`src/rtl/sir_pkg.sv`:
```
`timescale 1ns/1ps
package sir_pkg;

  // How the running transmit pulse measures its length.
  typedef enum logic {
    WM_TICKS  = 1'b0,   // counts 16x baud ticks
    WM_CLOCKS = 1'b1    // counts system clocks
  } width_mode_e;

  // Fixed-width pulse length in system clocks for a nonzero select code.
  function automatic int fixed_clocks(input int unit, input int code);
    return unit * (code + 1);
  endfunction

endpackage

```
`src/rtl/sir_tx_enc.sv`:
```
`timescale 1ns/1ps
module sir_tx_enc
  import sir_pkg::*;
#(
  parameter int TICKS_PER_BIT = 16,
  parameter int PULSE_TICKS   = 3,
  parameter int FIX_UNIT      = 8,
  parameter int SEL_W         = 3
) (
  input  logic             clk,
  input  logic             rst_n,
  input  logic             tick,
  input  logic [SEL_W-1:0] wsel,
  input  logic             utx,
  output logic             irtx
);

  localparam int PH_W    = $clog2(TICKS_PER_BIT);
  localparam int MAX_FIX = fixed_clocks(FIX_UNIT, (1 << SEL_W) - 1);
  localparam int MAX_LEN = (MAX_FIX > PULSE_TICKS) ? MAX_FIX : PULSE_TICKS;
  localparam int CNT_W   = $clog2(MAX_LEN + 1);
  localparam logic [PH_W-1:0] PH_LAST = PH_W'(TICKS_PER_BIT - 1);

  logic              utx_q;
  logic [PH_W-1:0]   phase;
  logic [CNT_W-1:0]  remain;
  logic [CNT_W-1:0]  load_len;
  width_mode_e       mode_q;
  width_mode_e       mode_new;
  logic              fall;
  logic              launch;
  logic              step;

  assign fall   = utx_q & ~utx;
  assign launch = tick & ~fall & (phase == '0) & ~utx;
  assign step   = (mode_q == WM_CLOCKS) | tick;

  always_comb begin
    if (wsel == '0) begin
      mode_new = WM_TICKS;
      load_len = CNT_W'(PULSE_TICKS);
    end else begin
      mode_new = WM_CLOCKS;
      load_len = CNT_W'(FIX_UNIT) * (CNT_W'(wsel) + CNT_W'(1));
    end
  end

  // Bit phase: realigned by each start-bit edge, otherwise it wraps every bit.
  always_ff @(posedge clk or negedge rst_n) begin
    if (!rst_n) begin
      utx_q <= 1'b1;
      phase <= '0;
    end else begin
      utx_q <= utx;
      if (fall)
        phase <= '0;
      else if (tick)
        phase <= (phase == PH_LAST) ? '0 : phase + PH_W'(1);
    end
  end

  // Pulse generator: width and mode latched once, at launch.
  always_ff @(posedge clk or negedge rst_n) begin
    if (!rst_n) begin
      irtx   <= 1'b0;
      remain <= '0;
      mode_q <= WM_TICKS;
    end else if (launch) begin
      irtx   <= 1'b1;
      remain <= load_len;
      mode_q <= mode_new;
    end else if (irtx && step) begin
      if (remain == CNT_W'(1))
        irtx <= 1'b0;
      remain <= remain - CNT_W'(1);
    end
  end

endmodule

```
`src/rtl/sir_rx_dec.sv`:
```
`timescale 1ns/1ps
module sir_rx_dec #(
  parameter int TICKS_PER_BIT = 16,
  parameter int SYNC_STAGES   = 2
) (
  input  logic clk,
  input  logic rst_n,
  input  logic tick,
  input  logic irrx,
  output logic urx
);

  localparam int PH_W = $clog2(TICKS_PER_BIT);
  localparam logic [PH_W-1:0] PH_LAST = PH_W'(TICKS_PER_BIT - 1);

  // Synchroniser stages plus one history stage for the edge detector.
  logic [SYNC_STAGES:0] sync_q;
  logic                 edge_seen;
  logic                 holding;
  logic [PH_W-1:0]      ticks_q;

  always_ff @(posedge clk or negedge rst_n) begin
    if (!rst_n) sync_q[0] <= 1'b0;
    else        sync_q[0] <= irrx;
  end

  for (genvar g = 1; g <= SYNC_STAGES; g++) begin : g_sync
    always_ff @(posedge clk or negedge rst_n) begin
      if (!rst_n) sync_q[g] <= 1'b0;
      else        sync_q[g] <= sync_q[g-1];
    end
  end

  assign edge_seen = sync_q[SYNC_STAGES-1] & ~sync_q[SYNC_STAGES];

  always_ff @(posedge clk or negedge rst_n) begin
    if (!rst_n) begin
      urx     <= 1'b1;
      holding <= 1'b0;
      ticks_q <= '0;
    end else if (edge_seen) begin
      urx     <= 1'b0;
      holding <= 1'b1;
      ticks_q <= '0;
    end else if (holding && tick) begin
      if (ticks_q == PH_LAST) begin
        urx     <= 1'b1;
        holding <= 1'b0;
        ticks_q <= '0;
      end else begin
        ticks_q <= ticks_q + PH_W'(1);
      end
    end
  end

endmodule

```
`src/rtl/sir_codec.sv`:
```
`timescale 1ns/1ps
module sir_codec #(
  parameter int TICKS_PER_BIT = 16,
  parameter int PULSE_TICKS   = 3,
  parameter int FIX_UNIT      = 8,
  parameter int SEL_W         = 3,
  parameter int SYNC_STAGES   = 2
) (
  input  logic             clk,
  input  logic             rst_n,
  input  logic             tick16,
  input  logic [SEL_W-1:0] wsel,
  input  logic             utx,
  output logic             irtx,
  input  logic             irrx,
  output logic             urx
);

  sir_tx_enc #(
    .TICKS_PER_BIT (TICKS_PER_BIT),
    .PULSE_TICKS   (PULSE_TICKS),
    .FIX_UNIT      (FIX_UNIT),
    .SEL_W         (SEL_W)
  ) u_tx (
    .clk   (clk),
    .rst_n (rst_n),
    .tick  (tick16),
    .wsel  (wsel),
    .utx   (utx),
    .irtx  (irtx)
  );

  sir_rx_dec #(
    .TICKS_PER_BIT (TICKS_PER_BIT),
    .SYNC_STAGES   (SYNC_STAGES)
  ) u_rx (
    .clk   (clk),
    .rst_n (rst_n),
    .tick  (tick16),
    .irrx  (irrx),
    .urx   (urx)
  );

endmodule

```
`config.mk`:
```
export PLATFORM = sky130hd
export DESIGN_NAME = sir_codec
export DESIGN_NICKNAME = d
export VERILOG_FILES = /design/src/rtl/sir_pkg.sv /design/src/rtl/sir_tx_enc.sv /design/src/rtl/sir_rx_dec.sv /design/src/rtl/sir_codec.sv
export SDC_FILE = /design/constraint.sdc
export NUM_CORES = 1
export LEC_CHECK = 0
export BUFFER_PORTS_ARGS = -buffer_cell sky130_fd_sc_hd__buf_2
export CAP_MARGIN = 0
export CORE_MARGIN = 2
export CORE_UTILIZATION = 45
export DETAILED_ROUTE_END_ITERATION = 16
export MAX_ROUTING_LAYER = met4
export SLEW_MARGIN = 20
export SYNTH_ARGS = -nofsm -noshare
export SYNTH_HDL_FRONTEND = slang
export SYNTH_HIERARCHICAL = 1
export SYNTH_SLANG_ARGS = --single-unit
```
`constraint.sdc`:
```
create_clock -name clk -period 2.5 [get_ports clk]
set_clock_uncertainty 0.15 [all_clocks]
set_input_delay 0.25 -clock clk [delete_from_list [all_inputs] [get_ports clk]]
set_output_delay 0.25 -clock clk [all_outputs]
set_load 0.01 [all_outputs]
```
==> results.py <==
metrics = {
    "run_status": {
        "outcome": "finished clean",
    },
    "sta": {
        "period_needed_ns": 1.97,
        "clock.fmax_mhz": 508,
        "slew_viol_final": 0,
        "tns_ns": 0,
        "setup_viol": 0,
        "relSlewSlack": 0.667,
        "grt_setup_unrepaired": "false",
        "finalCritPeriodShare": 0.788,
        "worstMarginPinSlew_ns": 0.499,
        "hold_viol": 0,
    },
    "place": {
        "dpl.hpwl_microns": 1530,
        "place_congestion": 0.787,
        "port-buffer-count": 9,
    },
    "floorplanning": {
        "initial_core_util": 0.479,
        "core_area_sq_um": 2480,
        "die_h_microns": 55.3,
        "io_pins": 10,
        "fp.dieArea_sq_um": 3060,
        "rows": 18,
        "die_x_microns": 55.3,
    },
    "drt": {
        "detail-route-antenna-nets": 0,
        "post_drt_wl_per_cell_microns": 12.7,
        "drc": 0,
        "drtPass1Iterations": 6,
        "via_count": 855,
        "vias_per_cell": 5.28,
        "drtIter0Drc": 23,
        "postRouteWirelength_microns": 2060,
    },
    "worst_setup_path": {
        "crit_fanout": 8,
        "crit_path_end_kind": "flop",
        "arrival_ns": 2.02,
        "cp_slowest_cell": "or4_4",
        "critical-path-max-stage-delay_ns": 0.53,
        "crit_chain": "inv_1 > ha_1 > nand2b_4 > or4_4 > or2_4 > o21a_1",
        "cp.required_ns": 2.55,
        "ff2ff_path_depth": 6,
        "worst-setup-path-type": "reg -> reg",
        "start_kind": "flop",
    },
    "global_routing": {
        "grt_max_degree": 24,
        "grt_first_pass_wirelength_microns": 3750,
        "grt_busiest_layer": "met2",
        "antenna_found_initial": 0,
        "gr-usage-met3": 0.0234,
        "grt_use_total": 0.154,
        "grt_pass1_vias": 864,
        "gr-usage-met1": 0.201,
        "globalRouteOverflowTotal": 0,
        "grtUsageMet2": 0.245,
    },
    "pwr": {
        "power.total_mw": 1.14,
        "p_per_area_nw_per_um2": 873,
        "p_leak_nw": 0.584,
        "ir_drop_mv": 0.567,
    },
    "cells_and_area": {
        "area_growth_pct": 10.5,
        "final_common_cell": "dfrtp_1",
        "most-common-layout-cells": "21 x dfrtp_1, 11 x a21oi_1, 10 x nand2_1",
        "drive_above_1_share": 0.152,
        "nNetsFinal": 148,
        "fillers": 233,
        "diodes": 0,
    },
    "synthesis": {
        "synth_warnings": 6,
        "syn-num-nets": 132,
        "avgSynthCellArea_sq_um": 10.1,
        "synth.ff_latch_count": 23,
        "syn_inst": 117,
        "synth_seq_area_share": 0.487,
        "yosysUniqueCellTypes": 28,
        "netlist_area_sq_um": 1190,
    },
    "clock_tree": {
        "cts_tree": "yes",
        "htree_levels": 1,
        "cts_made_buffers": 3,
        "cts_resized": 0,
        "clkSinkCount": 23,
        "path_clk_slew_ns": 0.12,
        "root_buffer": "clkbuf_4",
        "worstSkewPairLatency_ns": 0.30,
        "ctsLongestPathBuffers": 2,
    },
    "min_path": {
        "hold_class": "in -> reg",
        "holdPathStages": 3,
    },
    "flow_run": {
        "drv_cap": 0,
    },
}
-- synthesized netlist by cell type --
cell type | instances | area, sq um
nand3_1 | 7 | 35.0
nor2_1 | 8 | 30.0
nor3_1 | 1 | 5.00
nor3b_1 | 1 | 7.51
ha_1 | 7 | 87.6
or2_4 | 1 | 8.76
nand2_1 | 10 | 37.5
nor4_1 | 4 | 25.0
dfstp_2 | 2 | 52.6
a21oi_1 | 11 | 55.1
nand2b_1 | 2 | 12.5
or4_4 | 1 | 11.3
xor2_1 | 4 | 35.0
o2111ai_1 | 1 | 8.76
inv_1 | 7 | 26.3
xnor2_1 | 4 | 35.0
or4_1 | 1 | 7.51
dfrtp_1 | 21 | 526
o21ai_0 | 5 | 25.0
a31oi_1 | 2 | 12.5
mux2i_1 | 2 | 20.0
buf_6 | 2 | 22.5
o21ai_1 | 2 | 10.0
or3_1 | 2 | 12.5
or3b_1 | 1 | 8.76
o21a_1 | 3 | 22.5
nand2b_4 | 2 | 27.5
nor2b_1 | 3 | 18.8
-- metrics by stage --
stage / hold slack, ns / worst slack (ns) / std cells / cell area [sq um] / util
floorplan: -0.196 / 0.588 / 117 / 1190 / -
global placement: 0.0946 / 0.614 / 155 / 1250 / 0.506
detailed placement: 0.0976 / 0.552 / 155 / 1250 / 0.506
CTS: 0.106 / 0.531 / 162 / 1310 / 0.529
global route: 0.108 / 0.456 / 162 / 1310 / 0.529
finish: 0.110 / 0.530 / 162 / 1310 / 0.529
-- sequential cells by signal, indices dropped and copies added, names as in the netlist --
register,flops
u_rx/sync_q,3
u_rx/holding,1
u_tx/irtx,1
u_tx/phase,4
u_rx/urx,1
u_tx/mode_q,1
u_tx/remain,7
u_rx/ticks_q,4
u_tx/utx_q,1
-- kinds of logic (layout without fill, tap and decap cells) --
family / count (synthesis) / after routing / synth area share
AO/OA/AOI/OAI: 24 / 24 / 0.113
XOR/XNOR: 8 / 8 / 0.0591
adder cells (fa/ha/maj): 7 / 7 / 0.0738
buffers and inverters: 9 / 24 / 0.0411
flip-flops: 23 / 23 / 0.487
multiplexers: 2 / 2 / 0.0169
AND/OR/NAND/NOR: 44 / 44 / 0.209
-- per-layer routing --
metal	vias up	part of all wire
met5	-	0
met4	0	0.0092
met3	2	0.027
met2	11	0.47
met1	404	0.50
li1	438	-
-- cell type report --
cell class,instances,area (sq um),share of cell area
flip-flops and latches,23,578,0.441
multi-input cells,85,559,0.427
repair buffers,13,82.6,0.0630
well taps,30,37.5,0.0286
inverters,7,26.3,0.0200
clock buffers,3,22.5,0.0172
clock inverters,1,5.00,0.00382
-- path summary, 6_finish.rpt --
kind / endpoint / slack, ns / start
max in group asynchronous: u_tx/utx_q / 1.56 / rst_n
worst min register to register: u_rx/sync_q[1] / 0.22 / u_rx/sync_q[0]
min in group asynchronous: u_rx/holding / 0.28 / rst_n
worst max register to register: u_tx/mode_q / 0.53 / u_tx/phase[0]
worst min-delay path: u_tx/remain[6] / 0.11 / wsel[1]
worst max-delay path: u_tx/mode_q / 0.53 / u_tx/phase[0]
-- power by group --
part | switching [mW] | leakage [nW] | internal, mW
logic | 0.208 | 0.294 | 0.190
registers | 0.107 | 0.272 | 0.477
clock network | 0.104 | 0.0177 | 0.0595
total | 0.418 | 0.584 | 0.726
-- critical path: cells and delay by family, from the launching register on --
kind / cells / cell delay [ns]
AOI/OAI and AO/OA: 1 / 0.11
adders and majority gates: 1 / 0.20
buffers and inverters: 1 / 0.10
DFF: 1 / 0.45
and+or+nand+nor: 3 / 0.87
-- repair_timing --
item,in CTS,in global routing
setup buffers,0,0
hold buffers,3,0
hold endpoints to repair,23,0
Note: power is estimated with default switching activity, not from simulation.
